### src/rtl/prf_pkg.sv
package prf_pkg;

    typedef enum logic [1:0] {
        EXC_NONE  = 2'd0,
        EXC_LOAD  = 2'd1,
        EXC_USE   = 2'd2,
        EXC_CHECK = 2'd3
    } exc_cause_e;

    // Meaning of one write-port request
    typedef struct packed {
        logic commit;   // register is updated (data and/or tag)
        logic poison;   // new tag value when committed
        logic raise;    // immediate load fault to report
    } wr_decode_t;

    function automatic wr_decode_t decode_write(input logic en,
                                                input logic spec,
                                                input logic fault);
        wr_decode_t d;
        d.raise  = en && fault && !spec;
        d.commit = en && !d.raise;
        d.poison = fault;
        return d;
    endfunction

endpackage

### src/rtl/prf_store.sv
module prf_store #(
    parameter int NREGS = 8,
    parameter int DW    = 16,
    localparam int IW   = $clog2(NREGS)
) (
    input  logic                       clk,
    input  logic                       rst,
    input  logic                       commit_i,
    input  logic                       poison_i,
    input  logic [IW-1:0]              idx_i,
    input  logic [DW-1:0]              data_i,
    output logic [NREGS-1:0][DW-1:0]   regs_o,
    output logic [NREGS-1:0]           pois_o
);
    for (genvar g = 0; g < NREGS; g++) begin : g_reg
        if (g == 0) begin : g_zero
            assign regs_o[g] = '0;
            assign pois_o[g] = 1'b0;
        end else begin : g_live
            logic hit;
            assign hit = commit_i && (idx_i == IW'(g));
            always_ff @(posedge clk) begin
                if (rst) begin
                    regs_o[g] <= '0;
                    pois_o[g] <= 1'b0;
                end else if (hit) begin
                    pois_o[g] <= poison_i;
                    if (!poison_i) regs_o[g] <= data_i;
                end
            end
        end
    end
endmodule

### src/rtl/prf_poison_lookup.sv
module prf_poison_lookup #(
    parameter int NREGS = 8,
    localparam int IW   = $clog2(NREGS)
) (
    input  logic [IW-1:0]     idx_i,
    input  logic [NREGS-1:0]  pois_i,
    input  logic              commit_i,
    input  logic              poison_i,
    input  logic [IW-1:0]     wr_idx_i,
    output logic              pois_o
);
    always_comb begin
        if (idx_i == '0)
            pois_o = 1'b0;
        else if (commit_i && wr_idx_i == idx_i)
            pois_o = poison_i;
        else
            pois_o = pois_i[idx_i];
    end
endmodule

### src/rtl/prf_read_port.sv
module prf_read_port #(
    parameter int NREGS = 8,
    parameter int DW    = 16,
    localparam int IW   = $clog2(NREGS)
) (
    input  logic [IW-1:0]             idx_i,
    input  logic [NREGS-1:0][DW-1:0]  regs_i,
    input  logic [NREGS-1:0]          pois_i,
    input  logic                      commit_i,
    input  logic                      poison_i,
    input  logic [IW-1:0]             wr_idx_i,
    input  logic [DW-1:0]             wr_data_i,
    output logic [DW-1:0]             data_o,
    output logic                      pois_o
);
    prf_poison_lookup #(.NREGS(NREGS)) u_lookup (
        .idx_i(idx_i), .pois_i(pois_i), .commit_i(commit_i),
        .poison_i(poison_i), .wr_idx_i(wr_idx_i), .pois_o(pois_o)
    );

    always_comb begin
        if (idx_i == '0)
            data_o = '0;
        else if (commit_i && !poison_i && wr_idx_i == idx_i)
            data_o = wr_data_i;
        else
            data_o = regs_i[idx_i];
    end
endmodule

### src/rtl/prf_fault_arb.sv
module prf_fault_arb
    import prf_pkg::*;
#(
    parameter int NREGS = 8,
    localparam int IW   = $clog2(NREGS)
) (
    input  logic          clk,
    input  logic          rst,
    input  logic          load_raise_i,
    input  logic [IW-1:0] wr_idx_i,
    input  logic          use_a_i,
    input  logic [IW-1:0] idx_a_i,
    input  logic          pois_a_i,
    input  logic          use_b_i,
    input  logic [IW-1:0] idx_b_i,
    input  logic          pois_b_i,
    input  logic          chk_en_i,
    input  logic [IW-1:0] chk_idx_i,
    input  logic          chk_pois_i,
    output logic          exc_valid_o,
    output logic [IW-1:0] exc_idx_o,
    output exc_cause_e    exc_cause_o
);
    logic          nxt_valid;
    logic [IW-1:0] nxt_idx;
    exc_cause_e    nxt_cause;

    always_comb begin
        nxt_valid = 1'b1;
        nxt_idx   = '0;
        nxt_cause = EXC_NONE;
        if (load_raise_i) begin
            nxt_idx = wr_idx_i;    nxt_cause = EXC_LOAD;
        end else if (use_a_i && pois_a_i) begin
            nxt_idx = idx_a_i;     nxt_cause = EXC_USE;
        end else if (use_b_i && pois_b_i) begin
            nxt_idx = idx_b_i;     nxt_cause = EXC_USE;
        end else if (chk_en_i && chk_pois_i) begin
            nxt_idx = chk_idx_i;   nxt_cause = EXC_CHECK;
        end else begin
            nxt_valid = 1'b0;
        end
    end

    always_ff @(posedge clk) begin
        if (rst) begin
            exc_valid_o <= 1'b0;
            exc_idx_o   <= '0;
            exc_cause_o <= EXC_NONE;
        end else begin
            exc_valid_o <= nxt_valid;
            exc_idx_o   <= nxt_idx;
            exc_cause_o <= nxt_cause;
        end
    end


    load_fault_chk: assert property (@(posedge clk) disable iff (rst)
        load_raise_i |=> (exc_valid_o && exc_cause_o == EXC_LOAD
                          && exc_idx_o == $past(wr_idx_i)));


    a_over_b_chk: assert property (@(posedge clk) disable iff (rst)
        (!load_raise_i && use_a_i && pois_a_i)
            |=> (exc_cause_o == EXC_USE && exc_idx_o == $past(idx_a_i)));


    cause_valid_chk: assert property (@(posedge clk) disable iff (rst)
        (exc_valid_o == (exc_cause_o != EXC_NONE)));


    quiet_chk: assert property (@(posedge clk) disable iff (rst)
        (!load_raise_i && !(use_a_i && pois_a_i) && !(use_b_i && pois_b_i)
         && !(chk_en_i && chk_pois_i)) |=> !exc_valid_o);
endmodule

### src/rtl/poison_regfile.sv
module poison_regfile
    import prf_pkg::*;
#(
    parameter int NREGS = 8,
    parameter int DW    = 16,
    localparam int IW   = $clog2(NREGS)
) (
    input  logic          clk,
    input  logic          rst,
    input  logic          wr_en,
    input  logic [IW-1:0] wr_idx,
    input  logic [DW-1:0] wr_data,
    input  logic          wr_spec,
    input  logic          wr_fault,
    input  logic [IW-1:0] rd_a_idx,
    input  logic          rd_a_use,
    output logic [DW-1:0] rd_a_data,
    output logic          rd_a_poison,
    input  logic [IW-1:0] rd_b_idx,
    input  logic          rd_b_use,
    output logic [DW-1:0] rd_b_data,
    output logic          rd_b_poison,
    input  logic          chk_en,
    input  logic [IW-1:0] chk_idx,
    output logic          chk_pending,
    output logic          exc_valid,
    output logic [IW-1:0] exc_idx,
    output logic [1:0]    exc_cause
);
    wr_decode_t                dec;
    logic [NREGS-1:0][DW-1:0]  regs;
    logic [NREGS-1:0]          pois;
    logic [1:0][IW-1:0]        port_idx;
    logic [1:0][DW-1:0]        port_data;
    logic [1:0]                port_pois;
    exc_cause_e                cause;

    assign dec         = decode_write(wr_en, wr_spec, wr_fault);
    assign port_idx[0] = rd_a_idx;
    assign port_idx[1] = rd_b_idx;

    prf_store #(.NREGS(NREGS), .DW(DW)) u_store (
        .clk(clk), .rst(rst), .commit_i(dec.commit), .poison_i(dec.poison),
        .idx_i(wr_idx), .data_i(wr_data), .regs_o(regs), .pois_o(pois)
    );

    for (genvar p = 0; p < 2; p++) begin : g_port
        prf_read_port #(.NREGS(NREGS), .DW(DW)) u_port (
            .idx_i(port_idx[p]), .regs_i(regs), .pois_i(pois),
            .commit_i(dec.commit), .poison_i(dec.poison),
            .wr_idx_i(wr_idx), .wr_data_i(wr_data),
            .data_o(port_data[p]), .pois_o(port_pois[p])
        );
    end

    assign rd_a_data   = port_data[0];
    assign rd_a_poison = port_pois[0];
    assign rd_b_data   = port_data[1];
    assign rd_b_poison = port_pois[1];

    prf_poison_lookup #(.NREGS(NREGS)) u_check (
        .idx_i(chk_idx), .pois_i(pois), .commit_i(dec.commit),
        .poison_i(dec.poison), .wr_idx_i(wr_idx), .pois_o(chk_pending)
    );

    prf_fault_arb #(.NREGS(NREGS)) u_arb (
        .clk(clk), .rst(rst), .load_raise_i(dec.raise), .wr_idx_i(wr_idx),
        .use_a_i(rd_a_use), .idx_a_i(rd_a_idx), .pois_a_i(rd_a_poison),
        .use_b_i(rd_b_use), .idx_b_i(rd_b_idx), .pois_b_i(rd_b_poison),
        .chk_en_i(chk_en), .chk_idx_i(chk_idx), .chk_pois_i(chk_pending),
        .exc_valid_o(exc_valid), .exc_idx_o(exc_idx), .exc_cause_o(cause)
    );
    assign exc_cause = cause;


    r0_zero_chk: assert property (@(posedge clk) disable iff (rst)
        (rd_a_idx == '0) |-> (rd_a_data == '0 && !rd_a_poison));


    bypass_chk: assert property (@(posedge clk) disable iff (rst)
        (wr_en && !wr_fault && wr_idx == rd_b_idx && wr_idx != '0)
            |-> (rd_b_data == wr_data && !rd_b_poison));


    spec_fault_chk: assert property (@(posedge clk) disable iff (rst)
        (wr_en && wr_spec && wr_fault && wr_idx != '0) |=> pois[$past(wr_idx)]);
endmodule

### config.mk
export PLATFORM = sky130hd
export DESIGN_NAME = poison_regfile
export DESIGN_NICKNAME = d
export VERILOG_FILES = /design/src/rtl/prf_pkg.sv /design/src/rtl/prf_store.sv /design/src/rtl/prf_poison_lookup.sv /design/src/rtl/prf_read_port.sv /design/src/rtl/prf_fault_arb.sv /design/src/rtl/poison_regfile.sv
export SDC_FILE = /design/constraint.sdc
export NUM_CORES = 1
export LEC_CHECK = 0
export CAP_MARGIN = 20
export CORE_MARGIN = 2
export CORE_UTILIZATION = 63
export DETAILED_ROUTE_END_ITERATION = 8
export HOLD_SLACK_MARGIN = 0.15
export PLACE_DENSITY = 0.87
export SLEW_MARGIN = 20
export SYNTH_ARGS = -nofsm -noshare
export SYNTH_HDL_FRONTEND = slang
export SYNTH_HIERARCHICAL = 1
export SYNTH_SLANG_ARGS = --single-unit
### constraint.sdc
create_clock -name clk -period 5.25 [get_ports clk]
set_input_delay 1.05 -clock clk [delete_from_list [all_inputs] [get_ports clk]]
set_output_delay 1.05 -clock clk [all_outputs]
set_load 0.01 [all_outputs]
---- Word level (Yosys, flattened, before mapping) ----
Cells that the tools add are included.
word-level totals
  bits in registers ....................... 125
  input bits .............................. 36
  output and inout bits ................... 41
  word-level logic and storage cells ...... 97
operators by class
  $lt $le $gt $ge ......................... 3
  equality and inequality tests ........... 10
  muxes and demuxes ....................... 32
  bitwise gates (word level) .............. 1
  reductions and logical operators ........ 33
operators with widths
  kind                                                number
  binary-select mux 16 bit (select 3 bit)             2
  2-to-1 mux 16 bit                                   6
  logical AND 1 bit                                   19
  2-to-1 mux 1 bit                                    14
  AND reduction 2 bit                                 7
  == test 3 bit, second input constant                4
  < comparator 3 x 4 -> 1 bit, second input constant  3
  2-to-1 mux 3 bit                                    4
  binary-select mux 1 bit (select 3 bit)              3
  == test 3 bit                                       3
  logical NOT 3 bit                                   3
  == test 3 x 2 -> 1 bit, second input constant       2
  2-to-1 mux 2 bit                                    3
  == test 3 x 1 -> 1 bit, second input constant       1
  logical NOT 1 bit                                   3
  OR reduction 2 bit                                  1
  NOT 1 bit                                           1

---- Longest topological paths before layout ----
  word-level depth ........................ 12
  gate-level depth with buffers ........... 8

---- By module ----
The synthesis kept the hierarchy.
modules (own cells, without submodules)
  module             instances  cells each  area each (sq um)
  prf_store          1          442         4933.5
  prf_read_port      2          136         1257.5
  prf_poison_lookup  3          9           108.9
  prf_fault_arb      1          29          269.0
  poison_regfile     1          3           17.5

---- Least setup slack after synthesis ----
OpenSTA, ideal clock, no wires.
  path kind ............................... input -> output
  start ................................... input wr_spec
  end ..................................... output rd_a_data[10]
  data arrival time ....................... 2356 ps
  data required time ...................... 4200 ps
  setup slack ............................. 1844 ps
  stages .................................. 8
  path buffers ............................ 2
  path through ............................ inv_1 a21boi_1 nor2b_1 and4_1 buf_2 buf_4 a211oi_1 nor3_1
RTL lines
  what             line                  RTL
  start, declared  poison_regfile.sv:13  input logic wr_spec,
  end, declared    poison_regfile.sv:17  output logic [DW-1:0] rd_a_data,

---- Worst setup path in the final report ----
  start ................................... input rd_b_idx[0]
  end ..................................... output rd_b_data[7]
between the ends
  longest elaborated chain between the ends .. 4
RTL lines
  what                                                                          line                                      RTL
  start, declared                                                               poison_regfile.sv:19                      input logic [IW-1:0] rd_b_idx,
  binary-select mux 16 bit (select 3 bit) or == test 3 bit (tied branches)      prf_read_port.sv:27, prf_read_port.sv:24
  2-to-1 mux 16 bit (implied by the code) or logical AND 1 bit (tied branches)  prf_read_port.sv:27, prf_read_port.sv:24
  2-to-1 mux 16 bit                                                             prf_read_port.sv:24                       else if (commit_i && !poison_i && wr_idx_i == idx_i)
  2-to-1 mux 16 bit *                                                           prf_read_port.sv:22                       if (idx_i == '0)
  end, declared                                                                 poison_regfile.sv:21                      output logic [DW-1:0] rd_b_data,
Mark *: on every way between the ends. The rest lies on a longest branch, timed or not. The select of a mux whose other input is x is not followed.

==> results.cfg <==
[grt]
use_met3 = 0.0772
grt_antenna_before_repair = 0
grt_overflow = 0
grt_pass1_wl_mm = 34.9
grt_util_met2 = 0.555
busiest_layer = met2
grt_usage = 0.341
grt_max_degree = 109
grt_pass1_vias = 6592
gr-usage-met1 = 0.415

[status]
outcome = completed

[finish]
area_delta_synth_final_pct = 16.1
drive_above_1_share = 0.116
antenna_cells = 0
multi_input_area_sq_um = 5060
num-fill-cells = 837
final_area_sq_um = 9360
finalNetCount = 864
register_area_sq_um = 2500

[clock_tree]
clock_latency_ns = 0.43
clockRootBuffer = clkbuf_16
cts_tree = yes
post_cts_buffers = 0
path_clk_slew_ns = 0.05
post_cts_resized = 0
clock_sinks = 125
clk_path_buf_depth = 2
cts_hold_buf = 0
numCtsBuffers = 17
htreeDepth = 4

[sta]
worst_slack_ns = 0.301
skew_ns = 0.00352
setup_tns_ns = 0
max_slew_margin = 0.429
finalCritPeriodShare = 0.943
hold_viol = 0
worstMarginPinSlew_ns = 0.855
min_period_ns = 4.95
rsz0062_at_grt = no
setup_viol = 0
clock.fmax_ghz = 0.202
slew_viol_final = 0
hold_ws_ns = 0.489

[die]
die_w_um = 117
die_h_um = 117
initial_utilization = 0.641
row_count = 41
die-area_sq_um = 13700
io_pins = 77
core_area_sq_um = 12600

[pwr]
sw_frac_of_total = 0.251
max-vdd-ir-drop_mv = 0.226
pwr-share-comb = 0.136
p_switching_mw = 0.630
internal_power_mw = 1.88
p_leak_nw = 4.08
seqPwrFrac = 0.386
power_density_nw_per_um2 = 268
clockPowerShare = 0.478
p_total_mw = 2.51

[critical_path]
critPathMostFrequentCell = clkdlybuf4s50_1
crit_type = in -> out
rrSetupSlack_ns = 3.30
crit_required_ns = 4.20
end_kind = output port
worst_path_max_delay_cell = clkdlybuf4s50_1
crit_arrival_ns = 3.90
cp_cell_sequence = clkdlybuf4s50_1 -> or2_1 -> buf_4 -> o22ai_1 -> a211oi_1 -> nor3_1 -> clkdlybuf4s50_1
slowest_delay_ns = 0.83
start_kind = primary input
cp_max_fo = 9

[routing]
finalWirelength_mm = 23.0
drc = 0
first_pass_iters = 5
routed_via_density = 6.62
wl_per_cell_um = 22.7
ant_nets = 0
dr_total_vias = 6696
drtIter0Drc = 877

[logic_synthesis]
syn_avg_cell_area_sq_um = 10.4
synth_area_leaders = dfxtp_1, mux2i_1, nand2b_1
synth_commonest_cells = mux2i_1, nand2b_1, dfxtp_1
netlist_area_sq_um = 8060
async_flop_share = 0
synth_seq_cells = 125
synth_ff_type = dfxtp_1
synth_top_area_frac = 0.310
synth_edf_count = 0
synthDistinctLibCells = 46
ys_warn_count = 6
yosysMostFrequentCell = mux2i_1
syn_inst = 773
seq_area_frac_synth = 0.310
synth_top_area_cell = dfxtp_1

[placed_design]
dp_hpwl_mm = 14.3
pre_cts_ws_ns = 0.543
buffer_ports.inserted = 76
gp_congestion = 0.914
place_area_sq_um = 8760

[job]
cap_violations = 0

[worst_hold_path]
hold_path_class = reg -> reg
==> placed cells by master, fill, tap and decap left out, types with 20 or more instances in the layout <==
master / instances
a211oi_1: 28
buf_4: 22
clkdlybuf4s50_1: 73
mux4_2: 20
nor3_1: 31
o22ai_1: 32
nor2_1: 35
mux4_1: 20
nand2b_1: 128
mux2i_1: 182
dfxtp_1: 125
==> metal layers <==
metal / vias up / wire length (um)
met1: 3248 / 9120
met4: 0 / 1210
met2: 380 / 11000
met3: 128 / 1660
li1: 2940 / -
met5: - / 0
==> logic make-up after synthesis <==
| kind of cell | synth area share |
|---|---|
| AO/OA/AOI/OAI | 0.0767 |
| XOR/XNOR | 0.0163 |
| buffers and inverters | 0.0688 |
| flip-flops | 0.310 |
| multiplexers | 0.347 |
| other | 0.000465 |
| AND/OR/NAND/NOR | 0.180 |
==> through the flow <==
stage	instances	utilization
floorplan	789	-
global placement	981	0.697
detailed placement	981	0.697
CTS	1011	0.744
global route	1011	0.744
finish	1011	0.744
==> sequential cells by signal, summed over array words and instances, names as in the netlist <==
name	cells
u_store/regs_o	112
u_store/pois_o	7
u_arb/exc_idx_o	3
u_arb/exc_cause_o	2
u_arb/exc_valid_o	1
==> final timing paths <==
| check | start | endpoint | depth (start not counted) |
|---|---|---|---|
| worst max register to register | u_store/pois_o[6]$_SDFFE_PP0P_ | u_arb/exc_valid_o$_SDFF_PP0_ | 6 |
| worst min register to register | u_store/regs_o[17]$_SDFFE_PP0P_ | u_store/regs_o[17]$_SDFFE_PP0P_ | 2 |
| worst max-delay path | rd_b_idx[0] | rd_b_data[7] | 7 |
| worst min-delay path | u_store/regs_o[17]$_SDFFE_PP0P_ | u_store/regs_o[17]$_SDFFE_PP0P_ | 2 |
==> critical path, delay by kind of cell <==
family | cells | cell delay (ns)
buf+inv | 3 | 1.58
simple gates | 2 | 0.51
compound gates | 2 | 0.74
==> power by group through the flow <==
stage                     Combinational [mW]  Clock (mW)  Sequential (mW)
after floorplan                        0.218           0            0.989
after global placement                 0.322           0            0.989
after detailed placement               0.330           0            0.990
after CTS                              0.334        1.21            0.970
after global routing                   0.357        1.25            0.971
final                                  0.341        1.20            0.970
==> area by class of cell <==
type / count / share of cell area
multi-input cells: 581 / 0.541
repair buffers: 101 / 0.104
clock buffers: 19 / 0.0484
well taps: 172 / 0.0230
flip-flops and latches: 125 / 0.267
inverters: 2 / 0.000802
clock inverters: 11 / 0.0152
No activity file was read; power rests on OpenSTA's default activity.
